--- src/rtl/nvm_i2c_pkg.sv ---
package nvm_i2c_pkg;
  localparam int BYTE_W = 8;
  localparam int ADDR_W = BYTE_W + 1;
  localparam logic [3:0] DEV_TAG = 4'b1010;

  typedef enum logic [2:0] {
    PH_IDLE,
    PH_CTRL,
    PH_WADDR,
    PH_WDATA,
    PH_RDATA,
    PH_WAIT
  } phase_t;
endpackage

--- src/rtl/nvm_bus_sampler.sv ---
module nvm_bus_sampler #(
  parameter int STAGES = 2
) (
  input  logic clk,
  input  logic rst_n,
  input  logic scl_i,
  input  logic sda_i,
  output logic sda_s,
  output logic scl_rise,
  output logic scl_fall,
  output logic ev_start,
  output logic ev_stop
);
  logic [STAGES-1:0] scl_ff, sda_ff;
  logic scl_p, sda_p, scl_s;

  for (genvar g = 0; g < STAGES; g++) begin : g_sync
    if (g == 0) begin : g_first
      always_ff @(posedge clk or negedge rst_n) begin
        if (!rst_n) begin
          scl_ff[g] <= 1'b1;
          sda_ff[g] <= 1'b1;
        end else begin
          scl_ff[g] <= scl_i;
          sda_ff[g] <= sda_i;
        end
      end
    end else begin : g_next
      always_ff @(posedge clk or negedge rst_n) begin
        if (!rst_n) begin
          scl_ff[g] <= 1'b1;
          sda_ff[g] <= 1'b1;
        end else begin
          scl_ff[g] <= scl_ff[g-1];
          sda_ff[g] <= sda_ff[g-1];
        end
      end
    end
  end

  assign scl_s = scl_ff[STAGES-1];
  assign sda_s = sda_ff[STAGES-1];

  always_ff @(posedge clk or negedge rst_n) begin
    if (!rst_n) begin
      scl_p <= 1'b1;
      sda_p <= 1'b1;
    end else begin
      scl_p <= scl_s;
      sda_p <= sda_s;
    end
  end

  assign scl_rise = scl_s & ~scl_p;
  assign scl_fall = ~scl_s & scl_p;
  assign ev_start = scl_s & scl_p & sda_p & ~sda_s;
  assign ev_stop  = scl_s & scl_p & ~sda_p & sda_s;
endmodule

--- src/rtl/nvm_addr_ctr.sv ---
module nvm_addr_ctr #(
  parameter int W = 9
) (
  input  logic         clk,
  input  logic         rst_n,
  input  logic         ld,
  input  logic [W-1:0] ld_val,
  input  logic         inc,
  output logic [W-1:0] addr
);
  localparam logic [W-1:0] TOP = '1;
  logic [W-1:0] addr_d;

  always_comb begin
    addr_d = addr;
    if (ld)                     addr_d = ld_val;
    else if (inc && addr != TOP) addr_d = addr + 1'b1;
  end

  always_ff @(posedge clk or negedge rst_n) begin
    if (!rst_n)         addr <= '0;
    else if (ld || inc) addr <= addr_d;
  end
endmodule

--- src/rtl/nvm_i2c_engine.sv ---
module nvm_i2c_engine
  import nvm_i2c_pkg::*;
#(
  parameter int SYNC_STAGES = 2
) (
  input  logic              clk,
  input  logic              rst_n,
  input  logic              scl_i,
  input  logic              sda_i,
  input  logic              cs_sel,
  input  logic              prog_busy,
  input  logic [BYTE_W-1:0] rd_data,
  output logic              sda_pull,
  output logic [ADDR_W-1:0] word_addr,
  output logic [BYTE_W-1:0] wr_data,
  output logic              prog_req,
  output logic              abort_req
);
  localparam int CNT_W = $clog2(BYTE_W + 1);
  localparam logic [CNT_W-1:0] ACK_SLOT = CNT_W'(BYTE_W);
  localparam logic [CNT_W-1:0] LAST_BIT = CNT_W'(BYTE_W - 1);

  logic sda_s, scl_rise, scl_fall, ev_start, ev_stop;

  nvm_bus_sampler #(.STAGES(SYNC_STAGES)) u_smp (
    .clk(clk), .rst_n(rst_n), .scl_i(scl_i), .sda_i(sda_i),
    .sda_s(sda_s), .scl_rise(scl_rise), .scl_fall(scl_fall),
    .ev_start(ev_start), .ev_stop(ev_stop)
  );

  logic              addr_ld, addr_inc;
  logic [ADDR_W-1:0] addr_val;

  nvm_addr_ctr #(.W(ADDR_W)) u_ctr (
    .clk(clk), .rst_n(rst_n), .ld(addr_ld), .ld_val(addr_val),
    .inc(addr_inc), .addr(word_addr)
  );

  phase_t            ph_q, ph_d, nxt_q, nxt_d;
  logic [CNT_W-1:0]  cnt_q, cnt_d;
  logic [BYTE_W-2:0] rx_q, rx_d;
  logic [BYTE_W-1:0] tx_q, tx_d, wd_q, wd_d, byte_in;
  logic oe_q, oe_d, ack_q, ack_d, a8_q, a8_d, arm_q, arm_d;
  logic prog_q, prog_d, abort_q, abort_d;

  assign byte_in = {rx_q, sda_s};

  always_comb begin
    ph_d = ph_q; nxt_d = nxt_q; cnt_d = cnt_q; rx_d = rx_q; tx_d = tx_q;
    wd_d = wd_q; oe_d = oe_q; ack_d = ack_q; a8_d = a8_q; arm_d = arm_q;
    prog_d = 1'b0; abort_d = 1'b0;
    addr_ld = 1'b0; addr_inc = 1'b0; addr_val = {a8_q, byte_in};
    if (ev_stop) begin
      ph_d = PH_IDLE; cnt_d = '0; oe_d = 1'b0; prog_d = arm_q; arm_d = 1'b0;
    end else if (ev_start) begin
      ph_d = PH_CTRL; cnt_d = '0; oe_d = 1'b0; arm_d = 1'b0; ack_d = 1'b0;
    end else if (scl_rise && ph_q != PH_IDLE) begin
      if (cnt_q == ACK_SLOT) begin
        cnt_d = '0;
        ack_d = 1'b0;
        if (ph_q == PH_RDATA) begin
          if (sda_s) ph_d = PH_WAIT;
          else       addr_inc = 1'b1;
        end else begin
          ph_d = nxt_q;
        end
      end else begin
        cnt_d = cnt_q + 1'b1;
        rx_d  = byte_in[BYTE_W-2:0];
        if (cnt_q == LAST_BIT && ph_q != PH_RDATA) begin
          ack_d = 1'b0;
          nxt_d = PH_WAIT;
          case (ph_q)
            PH_CTRL: begin
              if (byte_in[7:4] == DEV_TAG && byte_in[1] == cs_sel) begin
                if (!byte_in[0] && !byte_in[3]) begin
                  ack_d = 1'b1; nxt_d = PH_WADDR; a8_d = byte_in[2];
                  abort_d = prog_busy;
                end else if (byte_in[0] && !prog_busy) begin
                  ack_d = 1'b1; nxt_d = PH_RDATA;
                end
              end
            end
            PH_WADDR: begin
              ack_d = 1'b1; nxt_d = PH_WDATA; addr_ld = 1'b1;
            end
            PH_WDATA: begin
              ack_d = 1'b1; nxt_d = PH_WAIT; wd_d = byte_in; arm_d = 1'b1;
            end
            default: ;
          endcase
        end
      end
    end else if (scl_fall) begin
      if (cnt_q == ACK_SLOT) begin
        oe_d = (ph_q == PH_RDATA) ? 1'b0 : ack_q;
      end else if (ph_q == PH_RDATA) begin
        if (cnt_q == '0) begin
          oe_d = ~rd_data[BYTE_W-1];
          tx_d = {rd_data[BYTE_W-2:0], 1'b1};
        end else begin
          oe_d = ~tx_q[BYTE_W-1];
          tx_d = {tx_q[BYTE_W-2:0], 1'b1};
        end
      end else begin
        oe_d = 1'b0;
      end
    end
  end

  always_ff @(posedge clk or negedge rst_n) begin
    if (!rst_n) begin
      ph_q <= PH_IDLE; nxt_q <= PH_WAIT; cnt_q <= '0; rx_q <= '0; tx_q <= '1;
      wd_q <= '0; oe_q <= 1'b0; ack_q <= 1'b0; a8_q <= 1'b0; arm_q <= 1'b0;
      prog_q <= 1'b0; abort_q <= 1'b0;
    end else begin
      ph_q <= ph_d; nxt_q <= nxt_d; cnt_q <= cnt_d; rx_q <= rx_d; tx_q <= tx_d;
      wd_q <= wd_d; oe_q <= oe_d; ack_q <= ack_d; a8_q <= a8_d; arm_q <= arm_d;
      prog_q <= prog_d; abort_q <= abort_d;
    end
  end

  assign sda_pull  = oe_q;
  assign wr_data   = wd_q;
  assign prog_req  = prog_q;
  assign abort_req = abort_q;
endmodule

--- config.mk ---
export PLATFORM = sky130hd
export DESIGN_NAME = nvm_i2c_engine
export DESIGN_NICKNAME = d
export VERILOG_FILES = /design/src/rtl/nvm_i2c_pkg.sv /design/src/rtl/nvm_bus_sampler.sv /design/src/rtl/nvm_addr_ctr.sv /design/src/rtl/nvm_i2c_engine.sv
export SDC_FILE = /design/constraint.sdc
export NUM_CORES = 1
export LEC_CHECK = 0
export ABC_AREA = 1
export BUFFER_PORTS_ARGS = -buffer_cell sky130_fd_sc_hd__buf_2
export CAP_MARGIN = 0
export CORE_ASPECT_RATIO = 0.75
export CORE_MARGIN = 1
export CORE_UTILIZATION = 29
export CTS_BUF_LIST = sky130_fd_sc_hd__clkbuf_16
export DETAILED_ROUTE_END_ITERATION = 8
export MAX_ROUTING_LAYER = met4
export PLACE_DENSITY = 0.48
export SYNTH_ARGS = -nofsm -noshare
export SYNTH_HDL_FRONTEND = slang
export SYNTH_SLANG_ARGS = --single-unit
--- constraint.sdc ---
create_clock -name clk -period 2.4 [get_ports clk]
set_input_delay 0.12 -clock clk [delete_from_list [all_inputs] [get_ports clk]]
set_output_delay 0.12 -clock clk [all_outputs]
set_load 0.05 [all_outputs]
# Yosys cells after proc, flatten, opt, wreduce, memory -nomap -nowiden
# Cells that the tools add are included.
dict set report classes {
  n_mux 60
  add_sub_neg 2
  eq_ne 13
  n_reduce_logical 31
  bitwise 17
}
# cell count
set op_table {}
lappend op_table {{2-to-1 mux 1 bit} 43}
lappend op_table {{2-to-1 mux 3 bit} 8}
lappend op_table {{nonzero test 3 bit} 7}
lappend op_table {{2-to-1 mux 9 bit} 2}
lappend op_table {{2-to-1 mux 4 bit} 4}
lappend op_table {{AND reduction 6 bit} 2}
lappend op_table {{NOT 1 bit} 10}
lappend op_table {{adder 9 x 1 -> 9 bit (second input constant)} 1}
lappend op_table {{inequality test 3 bit (second input constant)} 3}
lappend op_table {{inequality test 9 bit (second input constant)} 1}
lappend op_table {{== test 4 bit (second input constant)} 2}
lappend op_table {{2-to-1 mux 8 bit} 1}
lappend op_table {{AND reduction 4 bit} 2}
lappend op_table {{AND reduction 8 bit} 1}
lappend op_table {{AND 1 bit} 7}
lappend op_table {{== test 3 x 2 -> 1 bit (second input constant)} 2}
lappend op_table {{logical AND 1 bit} 6}
lappend op_table {{one-hot mux 3 bit (2 select lines)} 1}
lappend op_table {{AND reduction 3 bit} 2}
lappend op_table {{AND reduction 5 bit} 1}
lappend op_table {{adder 4 x 1 -> 4 bit (second input constant)} 1}
lappend op_table {{== test 4 x 3 -> 1 bit (second input constant)} 1}
lappend op_table {{logical NOT 4 bit} 1}
lappend op_table {{inequality test 4 x 3 -> 1 bit (second input constant)} 1}
lappend op_table {{other kinds (9)} 13}
dict set report word_totals {
  input_bits 14
  wordCells 142
  register_bits 54
  output_inout_bits 20
}

# Depth between registers and ports, before layout
# Gate-level depths: netlist of run 1.
dict set report logic_depth {
  ltp_word 10
  mapped_depth 12
}

# Modules after synthesis
# From an unflattened synthesis of run 1, not the netlist that was laid out.
dict set report hier_totals {
  cells_unflattened 351
  hier_area_um2 2791.4
}
# mod area_each_um2 seq_area_each_um2 n_inst cells_per_inst
set modules_own_cells {}
lappend modules_own_cells {nvm_i2c_engine 1995.7 962.2 1 250}
lappend modules_own_cells {nvm_addr_ctr 596.8 225.2 1 84}
lappend modules_own_cells {nvm_bus_sampler 198.9 157.7 1 17}

# Least setup slack after synthesis of run 1
# OpenSTA, ideal clock, no wires.
dict set report synth_timing {
  path_type {flip-flop to flip-flop}
  start {register u_ctr.addr[0]}
  end {register u_ctr.addr[0]}
  path_slack_ns 0.277
  setup_ns 0.118
  synth_period_minus_slack_ns 2.123
  stages_incl_launch_ff 13
  arrival_ns 2.005
  path_cell_list {dfrtp_1 > ha_1 > nand2_1 > nor2_1 > nand3_1 > nor3_1 > ha_1 > nor2_1 > nand3_2 > buf_6 > nand2_4 > nand2_1 > nand2_1}
}
dict set report synth_via {
  elab_chain_len 4
}
# element line_no
set synth_rtl {}
lappend synth_rtl {{start: declaration} nvm_addr_ctr.sv:9} ;# output logic [W-1:0] addr
lappend synth_rtl {{start signal: assignment} nvm_addr_ctr.sv:22} ;# else if (ld || inc) addr <= addr_d;
lappend synth_rtl {{parallel branches: the longest is 4 deep, another holds adder 9 x 1 -> 9 bit} n/a}
# Several ways; the timed one is not identified. The select of a mux whose other input is x is not followed.
# A chain may end at the register's enable or synchronous reset.

# Final worst setup path of run 1
dict set report layout_timing {
  start {register u_ctr.addr[0]}
  end {register u_ctr.addr[8]}
}
# Same word-level chain as after synthesis.

==> results of run 1 <==
-- flip-flops by register name, indices dropped and copies added (netlist names) --
register	cells
u_ctr.addr	9
wr_data	8
rx_q	7
tx_q	7
cnt_q	4
nxt_q	3
ph_q	3
a8_q	1
abort_req	1
ack_q	1
arm_q	1
prog_req	1
sda_pull	1
u_smp.scl_ff	1
u_smp.scl_p	1
u_smp.scl_s	1
u_smp.sda_ff	1
u_smp.sda_p	1
u_smp.sda_s	1
-- layer usage --
layer  GRT usage, %  vias to the layer above  part of all wire (%)
li1               -                     1131                     -
met2          19.92                       32                    40
met4          2.479                        0                  0.62
met5              -                        -                     0
met3          3.967                        4                   4.3
met1          20.63                      997                    55
-- layout make-up --
| class | count | share of cell area (%) |
|---|---|---|
| Timing Repair Buffer | 40 | 7.211 |
| Clock inverter | 3 | 1.139 |
| Multi-Input combinational cell | 221 | 36.96 |
| Clock buffer | 5 | 3.795 |
| Inverter | 46 | 5.237 |
| Tap cell | 128 | 4.858 |
| Sequential cell | 53 | 40.80 |
-- worst paths after layout --
path                       cells past startpoint                   endpoint  slack, ns                       from
max                                           12  u_ctr.addr[8]$_DFFE_PN0P_       0.32  u_ctr.addr[0]$_DFFE_PN0P_
min                                            3        tx_q[1]$_DFFE_PN1P_       0.08                 rd_data[0]
max reg2reg                                   12  u_ctr.addr[8]$_DFFE_PN0P_       0.32  u_ctr.addr[0]$_DFFE_PN0P_
min reg2reg                                    0      u_smp.sda_s$_DFF_PN1_       0.36  u_smp.sda_ff[0]$_DFF_PN1_
max in group asynchronous                      3       nxt_q[0]$_DFFE_PN1P_       1.38                      rst_n
min in group asynchronous                      2       sda_pull$_DFFE_PN0P_       0.37                      rst_n
-- synthesized netlist by cell type, drive strengths merged --
cell type / instances / area (µm²)
nand2: 92 / 385.4
nand3: 50 / 335.3
inv: 46 / 172.7
dfrtp: 38 / 950.9
o21ai: 28 / 140.1
nor2: 19 / 97.60
dfstp: 15 / 394.1
a21oi: 7 / 46.30
buf: 7 / 68.81
nand4: 7 / 50.05
nor3: 5 / 41.29
ha: 4 / 50.05
xor2: 3 / 26.28
o22ai: 2 / 18.77
or2: 2 / 12.52
a31oi: 1 / 6.260
xnor2: 1 / 8.760
-- stage by stage --
step	utilization, %	setup WS (ns)	cells	area (µm²)	hold slack (ns)
after CTS	35.70	0.2881	496	3297	0.07642
after floorplan	-	0.2773	327	2805	-0.1756
final	35.70	0.3216	496	3297	0.07598
after detailed placement	33.62	0.2975	485	3104	0.1697
after global routing	35.70	0.07346	496	3297	0.1003
after global placement	33.62	0.4309	485	3104	0.1702
-- critical path: cells and delay by family (launching register included) --
family | cells | cell delay (ns)
AND/OR/NAND/NOR | 9 | 0.96
flip-flops | 1 | 0.43
buffers and inverters | 1 | 0.20
adder cells (fa/ha/maj) | 2 | 0.39
-- placed cells by master, fill, tap and decap left out, types with 6 or more instances in the layout --
cell type / instances
inv_1: 45
buf_2: 33
nand3_2: 17
dfrtp_1: 38
o21ai_0: 19
dfstp_2: 15
nand3_1: 33
nand2_1: 86
a21oi_1: 6
o21ai_1: 9
nor2_1: 16
nand4_1: 6
-- power by group --
| part | switching [mW] | internal [mW] |
|---|---|---|
| Sequential | 0.167 | 1.13 |
| Combinational | 0.511 | 0.258 |
| Clock | 0.321 | 0.485 |
| Total | 0.999 | 1.88 |
-- kinds of logic (layout without fill, tap and decap cells) --
logic type	count (synthesis)	in the layout	share of synthesized area [%]
AOI/OAI and AO/OA	38	38	7.538
xor gates and xnor gates	4	4	1.249
adders and majority gates	4	4	1.784
buffers and inverters	53	94	8.608
DFF	53	53	47.95
and+or+nand+nor	175	175	32.87
==> flow_metrics.py, run 1 <==
metrics = {
    "routing": {
        "firstDrtPassIters": 4,
        "num_vias": 2164,
        "drc": 0,
        "via_per_inst": 4.363,
        "routed_wl_mm": 6.127,
        "drtIter0Drc": 123,
        "antenna_left": 0,
        "wire_per_inst_um": 12.35,
    },
    "floorplan": {
        "die_width_um": 115.6,
        "initial_utilization_pct": 30.38,
        "die_height_um": 87.18,
        "placementRows": 30,
        "top_level_ports": 34,
        "core-area_um2": 9234,
        "die_area_um2": 10070,
    },
    "timing": {
        "setup_tns_ns": 0,
        "final-hold-violation-count": 0,
        "drv_slew": 0,
        "rsz0062_at_grt": "no",
        "fmax_mhz": 481.1,
        "max-slew-margin-rel_pct": 59.20,
        "period_needed_ns": 2.078,
        "worstMarginPinSlew_ns": 0.6119,
        "fin_skew_ns": 0.007102,
        "post-route-period-util_pct": 86.60,
        "setup_viol": 0,
    },
    "global_route": {
        "grt_max_degree": 29,
        "grtUsageTotal_pct": 14.30,
        "overflow": 0,
        "grt_pass1_wl_mm": 10.71,
        "grt_pass1_vias": 2153,
        "antenna_found_initial": 0,
    },
    "setup_path": {
        "worstPathArrival_ns": 2.26,
        "start_kind": "flip-flop",
        "worstPathMaxFanout": 8,
        "max_stage_delay_ns": 0.43,
        "crit_required_ns": 2.58,
        "end_kind": "flip-flop",
        "crit_type": "flip-flop to flip-flop",
        "path_cells": "ha_1, nand2_1, nor2_1, nand3_1, nor3_1, ha_1, nor2_1, nand3_2, buf_4, nand2_4, nand2_1, nand2_1",
        "cp_slowest_cell": "dfrtp_1",
        "cpMostUsedCell": "nand2_1",
    },
    "cts": {
        "cts_hold_buf": 3,
        "htreeDepth": 2,
        "clockBufferDepth": 2,
        "cts.sink_count": 53,
        "postCtsSetupRepairBufs": 0,
        "cts_resized": 0,
        "clock_latency_ns": 0.29,
        "cts_buffers": 5,
        "clkTransAtPathRegs_ns": 0.07,
        "cts_tree": "yes",
        "clockRootBuffer": "clkbuf_16",
    },
    "synth": {
        "yosysWarningCount": 0,
        "syn-num-nets": 345,
        "syn_inst": 327,
        "syn_avg_cell_area_um2": 8.579,
        "synth_cell_type_count": 33,
        "syn_area_um2": 2805,
        "seq_area_frac_synth_pct": 47.95,
        "synth-seq-cells": 53,
    },
    "place": {
        "io_buffers": 33,
        "place.gp.congestion": 0.7815,
        "hpwl_mm": 4.635,
    },
    "power_and_ir_drop": {
        "leakage_nw": 1.766,
        "power_mw": 2.877,
        "vdd_drop_max_uv": 314.1,
        "power_density_nw_per_um2": 872.7,
    },
    "finish": {
        "diodes": 0,
        "ff_latch_area_um2": 1345,
        "drive_gt1_share_pct": 25.00,
        "fillers": 1015,
        "multi_input_area_um2": 1219,
        "nets": 385,
        "area_delta_synth_final_pct": 17.53,
    },
    "status": {
        "status": "finished clean",
    },
    "job": {
        "drv_cap": 0,
    },
    "worst_hold_path": {
        "hold_path.class": "primary input to flip-flop",
    },
}
(Power assumes the default switching activity.)
==> run 2, diff against run 1 <==
--- a/config.mk
+++ b/config.mk
@@ -6,15 +6,16 @@
 export NUM_CORES = 1
 export LEC_CHECK = 0
 export ABC_AREA = 1
+export ABC_CLOCK_PERIOD_IN_PS = 2400
 export BUFFER_PORTS_ARGS = -buffer_cell sky130_fd_sc_hd__buf_2
 export CAP_MARGIN = 0
 export CORE_ASPECT_RATIO = 0.75
 export CORE_MARGIN = 1
-export CORE_UTILIZATION = 29
+export CORE_UTILIZATION = 45
 export CTS_BUF_LIST = sky130_fd_sc_hd__clkbuf_16
 export DETAILED_ROUTE_END_ITERATION = 8
 export MAX_ROUTING_LAYER = met4
-export PLACE_DENSITY = 0.48
+export PLACE_DENSITY = 0.66
 export SYNTH_ARGS = -nofsm -noshare
 export SYNTH_HDL_FRONTEND = slang
 export SYNTH_SLANG_ARGS = --single-unit
==> constraint.sdc (replaced) <==
create_clock -name clk -period 2.4 [get_ports clk]
set_input_delay 0.24 -clock clk [delete_from_list [all_inputs] [get_ports clk]]
set_output_delay 0.24 -clock clk [all_outputs]
set_load 0.05 [all_outputs]
==> run 2 against run 1 <==
Compared with the run above: utilization is 19 points higher; sequential power hardly changed; global-route usage is 5.8 points higher; critical path depth stayed put; final cell count is 10% lower; worst hold slack worse by 0.029 ns; non-clock buffer count is 2 lower; sequential cell count stayed put; clock skew is 0.0025 ns lower; sequential share of layout area is 0.97 points higher.
==> flow_metrics.py, run 2 (synthesis results as in run 1) <==
metrics = {
    "status": {
        "status": "finished clean",
    },
    "floorplan": {
        "top_level_ports": 34,
        "die_width_um": 93.17,
        "die_height_um": 70.38,
        "core-area_um2": 5916,
        "initial_utilization_pct": 47.42,
        "placementRows": 24,
        "die_area_um2": 6557,
    },
    "power_and_ir_drop": {
        "p_clk_share_pct": 28.4,
        "power_density_nw_per_um2": 895.0,
        "p_seq_share_pct": 45.2,
        "intPower_mw": 1.883,
        "p_sw_uw": 999.0,
        "pwr-share-comb_pct": 26.4,
        "sw_frac_of_total_pct": 34.66,
        "leakage_nw": 1.759,
        "vdd_drop_max_uv": 554.1,
    },
    "timing": {
        "post-route-period-util_pct": 84.84,
        "setup_viol": 0,
        "final-hold-violation-count": 0,
        "rsz0062_at_grt": "no",
        "drv_slew": 0,
        "fmax_mhz": 491.1,
        "max-slew-margin-rel_pct": 57.40,
        "period_needed_ns": 2.036,
        "fin_skew_ns": 0.004637,
        "setup_tns_ns": 0,
        "worstMarginPinSlew_ns": 0.6390,
    },
    "cts": {
        "cts_tree": "yes",
        "clockRootBuffer": "clkbuf_16",
        "clkTransAtPathRegs_ns": 0.07,
        "clock_latency_ns": 0.29,
        "clockBufferDepth": 2,
        "htreeDepth": 2,
        "cts.sink_count": 53,
        "cts_resized": 0,
        "postCtsSetupRepairBufs": 0,
        "cts_buffers": 5,
    },
    "global_route": {
        "grt_pass1_vias": 2112,
        "antenna_found_initial": 0,
        "grt_max_degree": 28,
        "grtUsageTotal_pct": 20.06,
        "overflow": 0,
        "grt_pass1_wl_mm": 10.13,
    },
    "routing": {
        "drtIter0Drc": 119,
        "firstDrtPassIters": 4,
        "num_vias": 2179,
        "via_per_inst": 4.908,
        "antenna_left": 0,
        "routed_wl_mm": 5.633,
        "drc": 0,
        "wire_per_inst_um": 12.69,
    },
    "finish": {
        "regMostFlops": "u_ctr.addr",
        "final_cells": 444,
        "final_cell_mix": "nand2_1 (86), inv_1 (44), dfrtp_1 (38)",
        "mostFrequentLayoutCell": "nand2_1",
        "nets": 383,
        "largest_reg_flops": 9,
        "drive_gt1_share_pct": 25.68,
        "area_delta_synth_final_pct": 14.81,
        "diodes": 0,
        "fillers": 563,
    },
    "setup_path": {
        "crit_type": "flip-flop to flip-flop",
        "worstPathArrival_ns": 2.21,
        "end_kind": "flip-flop",
        "worstPathMaxFanout": 8,
        "crit_required_ns": 2.58,
        "start_kind": "flip-flop",
    },
    "place": {
        "place.gp.congestion": 0.8693,
        "hpwl_mm": 4.152,
        "dp_cells": 435,
        "io_buffers": 33,
    },
    "job": {
        "drv_cap": 0,
    },
    "worst_hold_path": {
        "hold_path.class": "primary input to flip-flop",
    },
}
run 2: worst max-delay path: stages (launching register included):
cell and delay (ns):
dfrtp_1 0.43, ha_1 0.21, nand2_1 0.07, nor2_1 0.17, nand3_1 0.12, nor3_1 0.15
ha_1 0.17, nor2_1 0.05, nand3_2 0.19, buf_4 0.20, nand2_4 0.05, nand2_1 0.07
nand2_1 0.05
run 2: metrics by stage:
step                      utilization (%)  hold slack, ns  worst slack (ns)  power [mW]  cell area, µm²
after floorplan                         -        -0.05559            0.2773       1.896            2805
after global placement              51.42          0.3023            0.4505       2.057            3042
after detailed placement            51.42          0.3051            0.3602       2.074            3042
after CTS                           54.44         0.04136            0.3511       2.908            3221
after global routing                54.44         0.04255           0.08000       3.090            3221
final                               54.44         0.04650            0.3638       2.882            3221
run 2: metal layers:
| layer | vias to the layer above | global-route usage, % | part of all wire, % |
|---|---|---|---|
| li1 | 1126 | - | - |
| met1 | 1003 | 31.82 | 56 |
| met2 | 46 | 26.72 | 39 |
| met3 | 4 | 3.595 | 3.9 |
| met4 | 0 | 3.077 | 0.55 |
| met5 | - | - | 0 |
run 2: path summary, 6_finish.rpt:
path | depth (start not counted) | slack [ns] | start | end
setup / recovery | 12 | 0.36 | u_ctr.addr[0]$_DFFE_PN0P_ | u_ctr.addr[0]$_DFFE_PN0P_
hold / removal | 1 | 0.05 | sda_i | u_smp.sda_ff[0]$_DFF_PN1_
setup reg to reg | 12 | 0.36 | u_ctr.addr[0]$_DFFE_PN0P_ | u_ctr.addr[0]$_DFFE_PN0P_
hold reg to reg | 0 | 0.36 | u_smp.scl_ff[0]$_DFF_PN1_ | u_smp.scl_s$_DFF_PN1_
max in group asynchronous | 3 | 1.26 | rst_n | tx_q[5]$_DFFE_PN1P_
min in group asynchronous | 2 | 0.51 | rst_n | prog_req$_DFF_PN0_
run 2: area by class of cell:
class | instances | area [µm²] | share of cell area, %
Clock buffer | 5 | 125.1 | 3.885
Clock inverter | 3 | 43.79 | 1.360
Sequential cell | 53 | 1345 | 41.76
Tap cell | 78 | 97.59 | 3.030
Multi-Input combinational cell | 221 | 1219 | 37.84
Timing Repair Buffer | 38 | 217.7 | 6.760
Inverter | 46 | 172.7 | 5.361
run 2: repair_timing:
item / CTS / global route
endpoints found under the hold margin: 20 / 0
endpoints found under the setup margin: 0 / 0
hold buffers: 1 / 0
run 2: power groups by stage:
| stage | clock network [mW] | registers, mW | logic, mW |
|---|---|---|---|
| floorplan | 0 | 1.30 | 0.592 |
| global placement | 0 | 1.31 | 0.750 |
| detailed placement | 0 | 1.31 | 0.761 |
| CTS | 0.838 | 1.30 | 0.769 |
| global route | 0.875 | 1.33 | 0.882 |
| finish | 0.818 | 1.30 | 0.761 |
==> run 3, diff against run 2 <==
--- a/config.mk
+++ b/config.mk
@@ -6,7 +6,7 @@
 export NUM_CORES = 1
 export LEC_CHECK = 0
 export ABC_AREA = 1
-export ABC_CLOCK_PERIOD_IN_PS = 2400
+export ABC_CLOCK_PERIOD_IN_PS = 1650
 export BUFFER_PORTS_ARGS = -buffer_cell sky130_fd_sc_hd__buf_2
 export CAP_MARGIN = 0
 export CORE_ASPECT_RATIO = 0.75
@@ -15,7 +15,7 @@
 export CTS_BUF_LIST = sky130_fd_sc_hd__clkbuf_16
 export DETAILED_ROUTE_END_ITERATION = 8
 export MAX_ROUTING_LAYER = met4
-export PLACE_DENSITY = 0.66
+export PLACE_DENSITY = 0.69
 export SYNTH_ARGS = -nofsm -noshare
 export SYNTH_HDL_FRONTEND = slang
 export SYNTH_SLANG_ARGS = --single-unit
==> constraint.sdc (replaced) <==
create_clock -name clk -period 1.65 [get_ports clk]
set_input_delay 0.165 -clock clk [delete_from_list [all_inputs] [get_ports clk]]
set_output_delay 0.165 -clock clk [all_outputs]
set_load 0.05 [all_outputs]
==> run 3 against run 2 <==
Compared with the run above: the run now ends with negative setup slack left; global-route usage up 1.9 points; sequential cell count stayed put; first-iteration DRC count down 4.2%; clock-buffer cell count unchanged; sequential share of layout area decreased by 4.6 points.
==> flow_metrics.py, run 3 (synthesis results as in run 1) <==
metrics = {
    "finish": {
        "regMostFlops": "u_ctr.addr",
        "area_delta_synth_final_pct": 29.39,
        "drive_gt1_share_pct": 36.09,
        "final_cell_mix": "nand2_1 (80), inv_1 (43), dfrtp_1 (34), buf_2 (34), nand3_1 (31)",
        "mostFrequentLayoutCell": "nand2_1",
        "diodes": 0,
        "largest_reg_flops": 9,
        "design_area_um2": 3630,
        "nets": 416,
    },
    "routing": {
        "firstDrtPassIters": 4,
        "drc": 0,
        "via_per_inst": 4.998,
        "num_vias": 2384,
        "antenna_left": 0,
        "routed_wl_mm": 6.477,
        "wire_per_inst_um": 13.58,
        "drtIter0Drc": 114,
    },
    "floorplan": {
        "die_area_um2": 6557,
        "placementRows": 24,
        "die_width_um": 93.17,
        "die_height_um": 70.38,
        "top_level_ports": 34,
        "core-area_um2": 5916,
        "initial_utilization_pct": 47.42,
    },
    "power_and_ir_drop": {
        "p_seq_share_pct": 41.9,
        "sw_frac_of_total_pct": 33.62,
        "leakage_nw": 1.976,
        "vdd_drop_max_uv": 814.2,
        "intPower_mw": 2.995,
        "pwr-share-comb_pct": 28.1,
        "p_sw_mw": 1.517,
        "power_density_nw_per_um2": 1243,
        "p_clk_share_pct": 30.1,
    },
    "cts": {
        "cts_buffers": 5,
        "cts_tree": "yes",
        "clkTransAtPathRegs_ns": 0.07,
        "htreeDepth": 2,
        "clockBufferDepth": 2,
        "cts.sink_count": 53,
        "clockRootBuffer": "clkbuf_16",
        "clock_latency_ns": 0.29,
    },
    "global_route": {
        "grtUsageTotal_pct": 22.00,
        "grt_max_degree": 54,
        "antenna_found_initial": 0,
        "grt_pass1_wl_mm": 10.75,
        "grt_pass1_vias": 2255,
        "overflow": 0,
    },
    "setup_path": {
        "r2r_slack_ns": -0.08,
        "cpMostUsedCell": "nand3_2",
        "worstPathArrival_ns": 1.92,
        "critPathBufInv": 2,
        "start_kind": "flip-flop",
        "cp_slowest_cell": "dfrtp_2",
        "end_kind": "flip-flop",
        "crit_type": "flip-flop to flip-flop",
        "path_delay_family": "simple AND/OR/NAND/NOR gates",
        "crit_required_ns": 1.83,
        "path_cells": "ha_4, nand2_4, nor2_4, nand3_2, nor3_2, ha_2, nor2_4, nand3_4, buf_12, buf_6, nand3_2, nand3_2",
        "max_stage_delay_ns": 0.42,
        "worstPathMaxFanout": 4,
    },
    "job": {
        "drv_cap": 0,
    },
    "status": {
        "status": "complete, but fails checks",
        "violations": "negative setup slack",
    },
    "timing": {
        "period_needed_ns": 1.734,
        "fmax_mhz": 576.5,
        "post-route-period-util_pct": 105.1,
        "worstMarginPinSlew_ns": 0.3030,
        "fin_skew_ns": 0.008659,
        "setup_viol": 7,
        "fin_ws_ns": -0.08450,
        "max-slew-margin-rel_pct": 79.75,
        "final-hold-violation-count": 0,
        "drv_slew": 0,
        "rsz0062_at_grt": "yes",
    },
    "worst_hold_path": {
        "hold_path.class": "primary input to flip-flop",
    },
    "place": {
        "dpl-instance-area_um2": 3227,
        "place.gp.congestion": 0.8259,
        "io_buffers": 33,
        "hpwl_mm": 4.394,
        "place_worst_setup_slack_ns": -0.1507,
    },
}
[run 3: path summary, 6_finish.rpt]
| check | start | end | cells after the start |
|---|---|---|---|
| min in group asynchronous | rst_n | wr_data[3]$_DFFE_PN0P_ | 3 |
| max | u_ctr.addr[1]$_DFFE_PN0P_ | u_ctr.addr[3]$_DFFE_PN0P_ | 12 |
| max reg2reg | u_ctr.addr[1]$_DFFE_PN0P_ | u_ctr.addr[3]$_DFFE_PN0P_ | 12 |
| min reg2reg | u_smp.sda_ff[0]$_DFF_PN1_ | u_smp.sda_s$_DFF_PN1_ | 0 |
| min | rd_data[0] | tx_q[1]$_DFFE_PN1P_ | 3 |
| max in group asynchronous | rst_n | nxt_q[0]$_DFFE_PN1P_ | 3 |
[run 3: per-layer routing]
| metal | share of wire, % | GRT usage [%] | up-vias |
|---|---|---|---|
| met3 | 4.3 | 3.704 | 6 |
| met4 | 1.5 | 9.402 | 0 |
| li1 | - | - | 1200 |
| met2 | 46 | 31.62 | 57 |
| met1 | 48 | 30.62 | 1121 |
| met5 | 0 | - | - |
[run 3: what timing repair did]
item	CTS	global route
hold endpoints to repair	40	0
gates cloned	0	1
resized for setup	12	15
setup buffers	3	5
hold buffers	3	0
pin swaps	4	2
setup endpoints to repair	10	41
[run 3: layout make-up]
type | instances | area (µm²)
clock inverter | 3 | 68.82
tap | 78 | 97.59
fill | 490 | 2286
multi-input combinational | 221 | 1316
sequential | 53 | 1350
timing repair buffer | 71 | 491.7
inverter | 46 | 180.2
clock buffer | 5 | 125.1
[run 3: through the flow]
| step | power [mW] | cells | setup TNS, ns | hold slack [ns] | utilization (%) |
|---|---|---|---|---|---|
| final | 4.513 | 477 | -0.3849 | 0.1297 | 61.36 |
| after global routing | 4.824 | 477 | -1.273 | 0.1625 | 61.36 |
| after CTS | 4.499 | 471 | -0.1021 | 0.1115 | 59.48 |
| after detailed placement | 3.091 | 457 | -1.066 | 0.1841 | 54.55 |
| after global placement | 3.051 | 457 | -0.2699 | 0.1817 | 54.55 |
| after floorplan | 2.759 | 327 | -1.722 | -0.1306 | - |
[run 3: power by group through the flow]
stage,Sequential (mW),Combinational (mW),Clock (mW)
6_report,1.89,1.27,1.36
5_1_grt,1.93,1.45,1.45
4_1_cts,1.89,1.22,1.39
3_5_place_dp,1.91,1.18,0
3_3_place_gp,1.89,1.16,0
2_1_floorplan,1.90,0.862,0
[run 3: worst register-to-register path, cell delays in order (launching register included)]
cell,delay [ns]
dfrtp_2,0.42
ha_4,0.17
nand2_4,0.08
nor2_4,0.04
nand3_2,0.07
nor3_2,0.04
ha_2,0.17
nor2_4,0.09
nand3_4,0.11
buf_12,0.17
buf_6,0.12
nand3_2,0.07
nand3_2,0.07
